### config.mk
export PLATFORM = sky130hd
export DESIGN_NAME = hbridge_ctl
export DESIGN_NICKNAME = d
export VERILOG_FILES = /design/src/rtl/hbridge_ctl.sv
export SDC_FILE = /design/constraint.sdc
export NUM_CORES = 1
export LEC_CHECK = 0
export CAP_MARGIN = 20
export CORE_UTILIZATION = 25
export CTS_CLUSTER_DIAMETER = 40
export CTS_CLUSTER_SIZE = 20
export DETAILED_ROUTE_END_ITERATION = 8
export PLACE_DENSITY = 0.49
export SLEW_MARGIN = 15
export SYNTH_ARGS = -nofsm -noshare
export SYNTH_HDL_FRONTEND = slang
export SYNTH_SLANG_ARGS = --single-unit
### constraint.sdc
create_clock -name clk -period 1.43 [get_ports clk]
set_clock_uncertainty 0.05 [all_clocks]
set_input_delay 0.2145 -clock clk [delete_from_list [all_inputs] [get_ports clk]]
set_output_delay 0.2145 -clock clk [all_outputs]
set_load 0.02 [all_outputs]
### src/rtl/hbridge_ctl.sv
module hbridge_ctl #(
  parameter int CLK_HZ   = 100_000_000,
  parameter int FAULT_US = 40,
  parameter int DEAD_CYC = 8
) (
  input  logic       clk,
  input  logic       rst_n,
  input  logic       dir_a,
  input  logic       dir_b,
  input  logic [1:0] hs_short,
  input  logic [1:0] ls_overcur,
  input  logic       over_temp,
  input  logic       under_volt,
  output logic [1:0] hs_en,
  output logic [1:0] ls_en,
  output logic       err_n
);
  localparam int FAULT_CYC = (CLK_HZ / 1_000_000) * FAULT_US;
  localparam int FCW = $clog2(FAULT_CYC + 1);
  localparam int DTW = $clog2(DEAD_CYC + 2);
  localparam logic [FCW-1:0] FLAST = FCW'(FAULT_CYC - 1);

  typedef enum logic [1:0] {LEG_OFF = 2'd0, LEG_HI = 2'd1, LEG_LO = 2'd2} leg_t;

  logic [1:0] cmd_s1, cmd_s2, cmd_q;
  logic [1:0] qual;
  logic [FCW-1:0] fcnt;
  logic flt;
  logic run;
  leg_t want [2];

  always_ff @(posedge clk or negedge rst_n)
    if (!rst_n) begin
      cmd_s1 <= 2'b00;
      cmd_s2 <= 2'b00;
      cmd_q  <= 2'b00;
    end else begin
      cmd_s1 <= {dir_b, dir_a};
      cmd_s2 <= cmd_s1;
      cmd_q  <= cmd_s2;
    end

  always_comb begin
    want[0] = LEG_OFF;
    want[1] = LEG_OFF;
    case (cmd_s2)
      2'b01: begin want[0] = LEG_HI; want[1] = LEG_LO; end
      2'b10: begin want[0] = LEG_LO; want[1] = LEG_HI; end
      2'b11: begin want[0] = LEG_HI; want[1] = LEG_HI; end
      default: ;
    endcase
  end

  assign run = !flt && !under_volt;

  for (genvar g = 0; g < 2; g++) begin : g_leg
    leg_t cur;
    logic [DTW-1:0] dt;

    always_ff @(posedge clk or negedge rst_n)
      if (!rst_n) begin
        cur <= LEG_OFF;
        dt  <= '0;
      end else if (cur != want[g]) begin
        if (cur != LEG_OFF) begin
          cur <= LEG_OFF;
          dt  <= DTW'(DEAD_CYC);
        end else if (dt == '0) cur <= want[g];
        else dt <= dt - DTW'(1);
      end else if (dt != '0) dt <= dt - DTW'(1);

    assign hs_en[g] = run && (cur == LEG_HI);
    assign ls_en[g] = run && (cur == LEG_LO);
    assign qual[g]  = (hs_short[g] && hs_en[g]) || (ls_overcur[g] && ls_en[g]);
  end

  always_ff @(posedge clk or negedge rst_n)
    if (!rst_n) begin
      flt  <= 1'b0;
      fcnt <= '0;
    end else begin
      if (over_temp || ((|qual) && fcnt == FLAST)) flt <= 1'b1;
      else if (cmd_s2 != cmd_q) flt <= 1'b0;
      if (!(|qual) || flt) fcnt <= '0;
      else if (fcnt != FLAST) fcnt <= fcnt + FCW'(1);
    end

  assign err_n = !flt;
endmodule

==> results by group <==
Route
  • Routed wire length: 3440 µm
  • Routed Antenna Nets: 0
  • DR pass1 iterations: 6
  • Post-DR vias/cell: around 4.6
  • Initial DRC count: 66
  • DRC errors left: 0
  • Post-DR wirelength/cell: about 13 µm
  • Via count: 1245

Timing
  • Max Fclk: roughly 630 MHz
  • Final hold violation count: 0
  • Hold WS: approximately 0.23 ns
  • Final setup viols: 8
  • RSZ-0062 raised after global routing: yes
  • Tcrit/Tclk final: 110%
  • Final Worst Setup Slack: -0.149 ns
  • Max-slew violation count: 0
  • Worst slew pin tran: approximately 0.33 ns
  • Final critical-path required period: 1.58 ns
  • Slew HR: between 70% and 80%

Cells and area
  • Commonest non-fill, non-tap cell in the layout: dfrtp_1
  • Fin nets: around 210
  • Most frequent cells in the layout: dfrtp_1, buf_4, nor2_1, clkdlybuf4s50_1, buf_6
  • Final cell count without fillers: about 270
  • N_diodes: 0
  • Proportion of layout cells with a drive suffix above 1: between 40% and 50%
  • Layout area overhead: 54.2%
  • Final non-filler cell area: 2220 µm²

Global routing
  • Largest net degree at the start of global routing: 32
  • Met1 Usage GRT: about 14%
  • Most used routing layer: met2
  • Met2 usage: around a fifth
  • GRT Util Overall: a little under an eighth
  • First-pass GRT wire length: approximately 5600 µm
  • Initial antenna violation count: 0
  • Vias in the first global route: around 1200
  • Global route overflow: 0
  • M3 GR Usage: around 3.3%

Synthesis
  • Synth Register Bits: 31
  • Post-Syn Instances: between 100 and 150
  • Ys async rst share: 100%
  • Avg Cell Area, Syn: approximately 10 µm²
  • Post-synth EDFFs: 0
  • Sequential share of the synthesized area: a little over half
  • Mapped cell area: ~1400 µm²
  • Synthesized Nets: around 150
  • Synth unique cells: 31
  • Top_reg_cell synth: dfrtp_1
  • Yosys warnings: 0

Setup path
  • Worst Path Required: ~1.6 ns
  • CP top delay family: simple AND/OR/NAND/NOR gates
  • Crit Path Category: flip-flop to flip-flop
  • CP Cell Sequence: or3b_4 -> nor3_4 -> buf_4 -> o21ai_2 -> a21oi_1
  • CP Capture Type: flip-flop
  • Number of buffers and inverters on the critical path: 1
  • Max incr delay on CP: 0.42 ns
  • Crit path arrival time: roughly 1.7 ns
  • CP Max Fanout: 5
  • Startpoint types: flip-flop
  • CP max-delay cell: or3b_4

Clocking
  • CTS Buf Count: 5
  • CTS tree: yes
  • Hold-fix buffers, CTS: 0
  • CTS max path bufs: 2
  • Htree depth: 2
  • Clock-pin transition on the worst setup and hold timing paths: 0.07 ns
  • Clock Sinks: 31
  • CTS root buffer: clkbuf_8
  • Clk Latency, worst-skew pair: ~0.28 ns

Placed design
  • Dpl cell area: between 1500 and 2000 µm²
  • GP Congestion: around 0.77
  • Count of input and output buffers: 14
  • Pre-CTS WS: -0.453 ns
  • Inst Count DP: 249
  • DP HPWL: ~2300 µm

Floorplan
  • Placeable Area: between 5000 and 6000 µm²
  • Row Count: 27
  • Die Y: around 78 µm
  • I/O pin count: 15
  • Starting Density: a little over a quarter
  • Die Area: between 6000 and 7000 µm²
  • Die Wd: around 80 µm

Status
  • Status: finished, violations left
  • Failing checks: negative setup slack

Pwr
  • Lkg Pwr: between 0.9 and 1 nW
  • Pwr Density: between 1000 and 1500 nW/µm²
  • Max VDD drop: 0.712 mV

Hold path
  • HP Class: input port to asynchronous set/reset pin

Flow run
  • Max cap viols: 0
==> power breakdown <==
part	internal (mW)	switching [mW]	leakage [nW]
clock network	0.518	0.351	0.0581
registers	1.04	0.145	0.400
logic	0.511	0.454	0.516
total	2.07	0.950	0.974
==> cell usage after synthesis (3+ instances only) <==
cell	count	area, µm²
xor2_1	6	52.6
nand2b_1	4	25.0
dfrtp_1	31	776
nor2_1	21	78.8
or3_1	4	25.0
ha_1	3	37.5
nand4_1	4	25.0
nand3b_1	4	30.0
inv_1	7	26.3
o21ai_0	8	40.0
nor3_1	6	30.0
a31oi_1	3	18.8
a21oi_1	6	30.0
xnor2_1	4	35.0
nand2_1	7	26.3
nor3b_1	4	30.0
==> routing by layer <==
layer	wire (µm)	part of all wire (%)	up-vias
li1	-	-	603
met1	1550	45	620
met2	1750	51	18
met3	86	2.5	4
met4	54	1.6	0
met5	0	0	-
==> cell type report <==
| class | instances | area (µm²) |
|---|---|---|
| clock buffer | 5 | 68.8 |
| clock inverter | 3 | 43.8 |
| fill | 543 | 3320 |
| inverter | 8 | 30.0 |
| multi-input combinational | 101 | 774 |
| sequential | 31 | 777 |
| tap | 72 | 90.1 |
| timing repair buffer | 48 | 440 |
==> sequential cells by signal, indices dropped and copies added (netlist names) <==
register	cells
fcnt	12
flt	1
cmd_s2	2
g_leg.cur	4
cmd_q	2
g_leg.dt	8
cmd_s1	2
==> logic make-up after synthesis <==
kind of cell | synth area share, %
flops | 53.8
xor+xnor | 6.07
mux | 0.694
fa+ha+maj | 2.60
buf+inv | 2.43
simple gates | 25.6
compound gates | 8.85
==> worst reg2reg max path, stage by stage, from the launching register on <==
cell	delay, ns
dfrtp_1	0.39
or3b_4	0.42
nor3_4	0.26
buf_4	0.18
o21ai_2	0.05
a21oi_1	0.16
==> metrics by stage <==
| stage | power (mW) | util [%] | TNS (ns) |
|---|---|---|---|
| floorplan | 1.69 | - | -0.0608 |
| global placement | 1.94 | 33.9 | -2.40 |
| detailed placement | 2.00 | 33.9 | -3.23 |
| CTS | 2.93 | 37.4 | -0.719 |
| global route | 3.24 | 40.2 | -1.72 |
| finish | 3.02 | 40.2 | -0.735 |
==> final timing paths <==
check	cells past startpoint	end	from	slack (ns)
worst max-delay path	5	fcnt[5]$_DFFE_PN0P_	fcnt[6]$_DFFE_PN0P_	-0.15
worst min-delay path	2	fcnt[10]$_DFFE_PN0P_	rst_n	0.23
worst max register to register	5	fcnt[5]$_DFFE_PN0P_	fcnt[6]$_DFFE_PN0P_	-0.15
worst min register to register	0	cmd_s2[1]$_DFF_PN0_	cmd_s1[1]$_DFF_PN0_	0.30
max in group asynchronous	2	flt$_DFFE_PN0P_	rst_n	0.91
min in group clk	0	cmd_s2[1]$_DFF_PN0_	cmd_s1[1]$_DFF_PN0_	0.30
==> what timing repair did <==
item,4_1_cts,5_1_grt
setup buffers,4,9
endpoints found under the setup margin,19,26
cloned,1,0
resized for setup,37,35
pin swaps,10,18
No activity file was read; power rests on OpenSTA's default activity.
